===== src/rtl/erm_pkg.sv =====
package erm_pkg;
  typedef enum logic [1:0] {
    HL_GOOD     = 2'b00,
    HL_DEGRADED = 2'b01,
    HL_FAILED   = 2'b10
  } health_e;
endpackage


===== src/rtl/erm_bucket.sv =====
// Saturating up/down error bucket.
module erm_bucket #(
  parameter int CNT_W = 16
) (
  input  logic             clk,
  input  logic             rst_n,
  input  logic             up_i,
  input  logic             down_i,
  output logic [CNT_W-1:0] level_o
);
  localparam logic [CNT_W-1:0] TOP = '1;
  localparam logic [CNT_W-1:0] ONE = CNT_W'(1);

  always_ff @(posedge clk) begin
    if (!rst_n) begin
      level_o <= '0;
    end else begin
      unique case ({up_i, down_i})
        2'b10:   if (level_o != TOP) level_o <= level_o + ONE;
        2'b01:   if (level_o != '0)  level_o <= level_o - ONE;
        default: level_o <= level_o;  // idle or cancelling pair
      endcase
    end
  end
endmodule


===== src/rtl/erm_classify.sv =====
// Maps a bucket value onto a health level; the failed compare wins.
module erm_classify
  import erm_pkg::*;
#(
  parameter int CNT_W = 16
) (
  input  logic [CNT_W-1:0] level_i,
  input  logic [CNT_W-1:0] warn_lim_i,
  input  logic [CNT_W-1:0] fail_lim_i,
  output health_e          grade_o
);
  always_comb begin
    if (level_i >= fail_lim_i)      grade_o = HL_FAILED;
    else if (level_i >= warn_lim_i) grade_o = HL_DEGRADED;
    else                            grade_o = HL_GOOD;
  end
endmodule


===== src/rtl/erm_status.sv =====
// Registered grade with failed hold, severe override and rise alert.
module erm_status
  import erm_pkg::*;
(
  input  logic    clk,
  input  logic    rst_n,
  input  health_e grade_i,
  input  logic    severe_i,
  input  logic    ack_i,
  output health_e health_o,
  output logic    alert_o
);
  logic    hold_fail;
  health_e grade_nxt;

  always_comb begin
    hold_fail = (health_o == HL_FAILED) && !ack_i;
    if (severe_i || hold_fail) grade_nxt = HL_FAILED;
    else                       grade_nxt = grade_i;
  end

  always_ff @(posedge clk) begin
    if (!rst_n) begin
      health_o <= HL_GOOD;
      alert_o  <= 1'b0;
    end else begin
      health_o <= grade_nxt;
      alert_o  <= (grade_nxt > health_o);
    end
  end
endmodule


===== src/rtl/err_rate_monitor.sv =====
module err_rate_monitor
  import erm_pkg::*;
#(
  parameter int CNT_W = 16
) (
  input  logic             clk,
  input  logic             rst_n,
  input  logic             err_pulse_i,
  input  logic             decay_tick_i,
  input  logic             severe_i,
  input  logic             fail_ack_i,
  input  logic [CNT_W-1:0] warn_lim_i,
  input  logic [CNT_W-1:0] fail_lim_i,
  output logic [1:0]       health_o,
  output logic             alert_o
);
  logic [CNT_W-1:0] bucket_q;
  health_e          grade_w;
  health_e          health_w;

  erm_bucket #(.CNT_W(CNT_W)) bucket_i (
    .clk(clk), .rst_n(rst_n), .up_i(err_pulse_i), .down_i(decay_tick_i),
    .level_o(bucket_q)
  );

  erm_classify #(.CNT_W(CNT_W)) classify_i (
    .level_i(bucket_q), .warn_lim_i(warn_lim_i), .fail_lim_i(fail_lim_i),
    .grade_o(grade_w)
  );

  erm_status status_i (
    .clk(clk), .rst_n(rst_n), .grade_i(grade_w), .severe_i(severe_i),
    .ack_i(fail_ack_i), .health_o(health_w), .alert_o(alert_o)
  );

  assign health_o = health_w;
endmodule


===== config.mk =====
export PLATFORM = sky130hd
export DESIGN_NAME = err_rate_monitor
export DESIGN_NICKNAME = d
export VERILOG_FILES = /design/src/rtl/erm_pkg.sv /design/src/rtl/erm_bucket.sv /design/src/rtl/erm_classify.sv /design/src/rtl/erm_status.sv /design/src/rtl/err_rate_monitor.sv
export SDC_FILE = /design/constraint.sdc
export NUM_CORES = 1
export LEC_CHECK = 0
export BUFFER_PORTS_ARGS = -buffer_cell sky130_fd_sc_hd__buf_2
export CORE_MARGIN = 2
export CORE_UTILIZATION = 52
export CTS_CLUSTER_DIAMETER = 40
export DETAILED_ROUTE_END_ITERATION = 6
export MAX_ROUTING_LAYER = met4
export PLACE_DENSITY = 0.82
export SYNTH_ARGS = -nofsm -noshare
export SYNTH_HDL_FRONTEND = slang
export SYNTH_SLANG_ARGS = --single-unit
export TNS_END_PERCENT = 30

===== constraint.sdc =====
create_clock -name clk -period 2.41 [get_ports clk]
set_input_delay 0.482 -clock clk [delete_from_list [all_inputs] [get_ports clk]]
set_output_delay 0.482 -clock clk [all_outputs]
set_load 0.005 [all_outputs]

After elaboration in Yosys (flattened, before gate mapping):

Index checks and enable logic that the tools add are counted.

* muxes and demuxes: 6
* equality and inequality tests: 6
* $lt $le $gt $ge: 3
* add/sub/neg operators: 2
* reduce and logical (&&, ||, !) cells: 6

Operator list (count)
* $ge 16x16->1: 2
* $mux 16: 2
* $pmux 16 s2: 1
* $add 16x1->16 const B: 1
* $ne 16x16->1 const B: 1
* $reduce_bool 16->1: 1
* $sub 16x1->16 const B: 1
* $eq 2x2->1 const B: 2
* $mux 2: 2
* $ne 2x1->1 const B: 2
* $reduce_and 3->1: 1
* $eq 2x1->1 const B: 1
* $gt 2x2->1: 1
* $reduce_bool 2->1: 1
* $logic_and 1x1->1: 1
* $logic_not 1->1: 1
* $logic_or 1x1->1: 1
* $mux 1: 1

* bits in registers: 19
* logic and storage cells: 26
* output and inout port bits: 3
* bits of input ports: 38

Logic depth before layout (Yosys ltp):

* depth in word-level cells: 5
* mapped depth: 12
* mapped depth without buffers: 12

By module:

A second synthesis with hierarchy kept.

* cell total of the unflattened synthesis: 360
* area, all modules: 2710.1 um^2

By module, submodules not included
* erm_bucket: times used 1, area an instance 1769.2 um^2, seq. area each 320.3 um^2, cells an instance 235
* erm_classify: times used 1, area an instance 790.8 um^2, seq. area each 0.0 um^2, cells an instance 110
* erm_status: times used 1, area an instance 150.1 um^2, seq. area each 60.1 um^2, cells an instance 15

Least setup slack after synthesis:

No wires, ideal clock.

* path type: input -> register
* start point: in err_pulse_i
* end point: reg bucket_i.level_o[15]
* setup slack: -0.185 ns
* data required time: 2.292 ns
* data arrival time: 2.477 ns
* stages on the path: 10
* buffers on the path: 1
* setup time: 0.118 ns
* path through: inv_1 -> ha_1 -> ha_1 -> buf_2 -> a21o_1 -> a21oi_1 -> o221ai_1 -> o21ba_4 -> mux2_4 -> mux2i_1

* longest elaborated chain between the ends: 3
* elaborated cells on any way between the ends: 7
* classes of those cells: eq/ne: 4; mux: 1; reduce/logical: 2

Ends and longest elaborated chain
* from (decl): line err_rate_monitor.sv:8 `input logic err_pulse_i,`
* $eq 2x1->1 / $eq 2x2->1 (equally long branches): line erm_bucket.sv:18 `unique case ({up_i, down_i})`
* $ne 2x1->1 (no source line) / $reduce_bool 2->1 (equally long branches)
* $reduce_and 3->1 (no source line)
* to (signal assigned): line erm_bucket.sv:19 `2'b10: if (level_o != TOP) level_o <= level_o + ONE;`
* to (signal assigned): line erm_bucket.sv:20 `2'b01: if (level_o != '0) level_o <= level_o - ONE;`
* to (signal assigned): line erm_bucket.sv:21 `default: level_o <= level_o;`
* to (decl): line erm_bucket.sv:9 `output logic [CNT_W-1:0] level_o`

Several ways; a longest one is shown, not always the timed one.
A chain may end at the register's enable or synchronous reset.

Final worst setup path:

* start point: reg bucket_i.level_o[0]
* end point: reg status_i.alert_o

* longest elaborated chain between the ends: 5
* elaborated cells on any way between the ends: 6
* classes of those cells: order compare: 3; mux: 3

Ends and longest elaborated chain
* $ge 16x16->1: line erm_classify.sv:14 `else if (level_i >= warn_lim_i) grade_o = HL_DEGRADED;`
* $mux 1: line erm_classify.sv:14
* $mux 2 *: line erm_classify.sv:13 `if (level_i >= fail_lim_i) grade_o = HL_FAILED;`
* $mux 2 *: line erm_status.sv:18 `if (severe_i || hold_fail) grade_nxt = HL_FAILED;`
* $gt 2x2->1 *: line erm_status.sv:28 `alert_o <= (grade_nxt > health_o);`
* to (signal assigned): line erm_status.sv:28
* to (decl): line erm_status.sv:11 `output logic alert_o`

Every way passes the cells marked *; elsewhere a longest branch is shown, timed or not.

==> impl_metrics.yaml <==
die:
  design.portCount: 41
  die_ar_um2: 5040
  die_width_um: 70.99
  starting_density_pct: 53.96
  placeableCoreArea_um2: 4324
  die_h_um: 70.99
  fp-row-count: 24
logic_synthesis:
  number_of_warnings_printed_during_yosys_synthesis: 0
  synth_area_per_cell_um2: 8.047
  synth_flop_cell: "sky130_fd_sc_hd__dfxtp_1"
  post_synth_inst_count: 290
  part_of_the_yosys_area_used_for_sequential_elements_pct: 16.30
  flip_flop_and_latch_count_after_synthesis: 19
  async_reset_ff_share_pct: 0
  count_of_flip_flops_with_a_built_in_enable_after_synthesis: 0
  synthesized_area_um2: 2333
  yosysUniqueCellTypes: 50
  synth.net_count: 379
drt:
  vias: 2460
  drt-vias-per-instance: 5.857
  drt_first_pass_iters: 4
  drt_wl_total_um: 6490
  detail_route.drc_violations: 0
  drt_iter0_markers: 168
  drt-wirelength-per-cell_um: 15.45
  drtAntennaViolNets: 0
final_layout:
  antennaDiodeCount: 0
  layout_commonest_cell: "sky130_fd_sc_hd__ha_1"
  post_route_cells_drive_above_1_share_pct: 28.26
  multi_input_area_um2: 1809
  syn_to_final_growth_pct: 27.61
  layout.filler_cells: 328
  design.final.nets: 458
  layout_common_cells: "sky130_fd_sc_hd__ha_1, sky130_fd_sc_hd__inv_1, sky130_fd_sc_hd__buf_2, sky130_fd_sc_hd__buf_4, sky130_fd_sc_hd__a21oi_1"
  register_area_um2: 382.9
sta:
  hold_slack_ps: 548.6
  rsz0062_at_grt: "true"
  finalMaxSlewViolations: 0
  timing.setup.tns_ps: 0
  timing.max_slew.rel_slack_pct: 70.49
  period_needed_ps: 2310
  setup_violations: 0
  fmax_mhz: 432.9
  skew_final_ps: 11.36
  final_hold_vio_count: 0
  worst_pin_slew_ps: 442.2
  fin_crit_sh_pct: 95.85
run_status:
  status: "completed"
global_routing:
  track_usage_pct: 27.57
  gr-total-overflow: 0
  grt_pass1_wl_um: 11020
  maximum_number_of_pins_on_one_net_before_global_route_repair: 16
  first_global_vias: 2506
  antenna_found_initial: 0
clocking:
  max-clock-path-buffers: 2
  cts_buffers: 3
  clock_latency_ps: 260
  cts_tree: "yes"
  number_of_clock_sinks_seen_by_cts: 19
  clockRootBuffer: "sky130_fd_sc_hd__clkbuf_8"
  clkSlewWorstSetupHoldPaths_ps: 90
  htreeDepth: 1
placement:
  gp_congestion: 0.9333
  place.detailed.hpwl_um: 5113
  placement.io_buffers: 40
worst_setup_path:
  cp-end-kind: "flop"
  cp_data_arrival_time_ps: 2500
  worst_ep_required_time_ps: 2600
  worst-r2r-setup-slack_ps: 100
  timing_worst_setup_path_type: "reg2reg"
  maximum_fanout_along_the_worst_path: 3
  start_kind: "flop"
power:
  combPwrFrac_pct: 52.8
  vdd_drop_max_mv: 0.2412
  power_frac_clock_pct: 17.2
  p_total_mw: 1.359
  power_switching_share_pct: 39.52
  seq_power_share_pct: 29.9
  p_int_mw: 0.8219
  power-per-cell-area_nw_per_um2: 456.4
  p_switching_mw: 0.5372
  power.leakage_nw: 1.617
worst_hold_path:
  hold_path.class: "reg2reg"
flow_run:
  max_cap_violations: 0
[final timing paths]
kind | cells past startpoint | to | startpoint
max | 10 | status_i.alert_o | bucket_i.level_o[0]
min reg2reg | 2 | bucket_i.level_o[9] | bucket_i.level_o[9]
max reg2reg | 10 | status_i.alert_o | bucket_i.level_o[0]
min | 2 | bucket_i.level_o[9] | bucket_i.level_o[9]
[sequential cells by signal, summed over array words and instances (netlist names)]
register / cells
status_i.health_o: 2
status_i.alert_o: 1
bucket_i.level_o: 16
[cell families after synthesis]
kind of cell	count (synthesis)	synth area share (%)
AOI/OAI and AO/OA	84	24.66
and+or+nand+nor	72	16.84
muxes	6	2.788
buffers and inverters	49	8.364
xor gates and xnor gates	9	3.378
DFF	19	16.30
adders and majority gates	51	27.67
[routing by layer]
metal	wire length [um]	GRT usage [%]	up-vias	part of all wire [%]
met3	333	2.137	18	5.1
met5	0	-	-	0
met1	2738	32.20	1134	42
met2	3232	48.49	91	50
met4	186	11.53	0	2.9
li1	-	-	1217	-
[stage by stage]
step | cell area [um2] | worst slack (ps) | instances | utilization, %
floorplan | 2346 | 40.40 | 290 | -
global placement | 2883 | -176.4 | 415 | 66.67
detailed placement | 2883 | -425.3 | 415 | 66.67
CTS | 2952 | 13.54 | 419 | 68.26
global route | 2978 | -35.67 | 420 | 68.87
finish | 2978 | 100.0 | 420 | 68.87
[power groups by stage]
stage | Sequential [mW] | Clock (mW) | Combinational [mW]
detailed placement | 0.411 | 0 | 0.678
global placement | 0.408 | 0 | 0.643
finish | 0.407 | 0.234 | 0.718
CTS | 0.404 | 0.230 | 0.699
global route | 0.411 | 0.249 | 0.790
floorplan | 0.408 | 0 | 0.419
[final cells by class]
type | count | share of cell area [%]
clock inverter | 1 | 0.1681
tap | 52 | 2.185
clock buffer | 3 | 1.387
multi-input combinational | 222 | 60.76
sequential | 19 | 12.86
inverter | 43 | 5.420
timing repair buffer | 80 | 17.23
[Yosys cell counts, drive strengths merged (5+ instances only)]
cell / number / area, um2
nor4: 5 / 46.29
nand2b: 5 / 31.28
nand4: 10 / 62.56
nor2: 15 / 63.81
xnor2: 8 / 70.07
dfxtp: 19 / 380.4
nand2: 20 / 75.07
o21ai: 14 / 70.06
mux2i: 5 / 50.05
a21oi: 27 / 138.9
nand3: 6 / 30.03
inv: 43 / 161.4
a21o: 13 / 97.59
ha: 50 / 625.6
[repair_timing]
item                       4_1_cts  5_1_grt
setup buffers                    0        1
hold buffers                     0        0
resized for setup                4        9
setup endpoints to repair        1        5
pin swaps                        0        3
[critical path, stage by stage (launching register included)]
cell and delay, ps:
sky130_fd_sc_hd__dfxtp_1 340, sky130_fd_sc_hd__inv_1 100, sky130_fd_sc_hd__ha_1 280, sky130_fd_sc_hd__nand2b_1 150, sky130_fd_sc_hd__a21o_1 180, sky130_fd_sc_hd__a21oi_1 180, sky130_fd_sc_hd__o2111a_2 280, sky130_fd_sc_hd__a2111oi_4 50
sky130_fd_sc_hd__o21ai_1 220, sky130_fd_sc_hd__ha_1 260, sky130_fd_sc_hd__a211oi_1 180
Note: power is estimated with default switching activity, not from simulation.
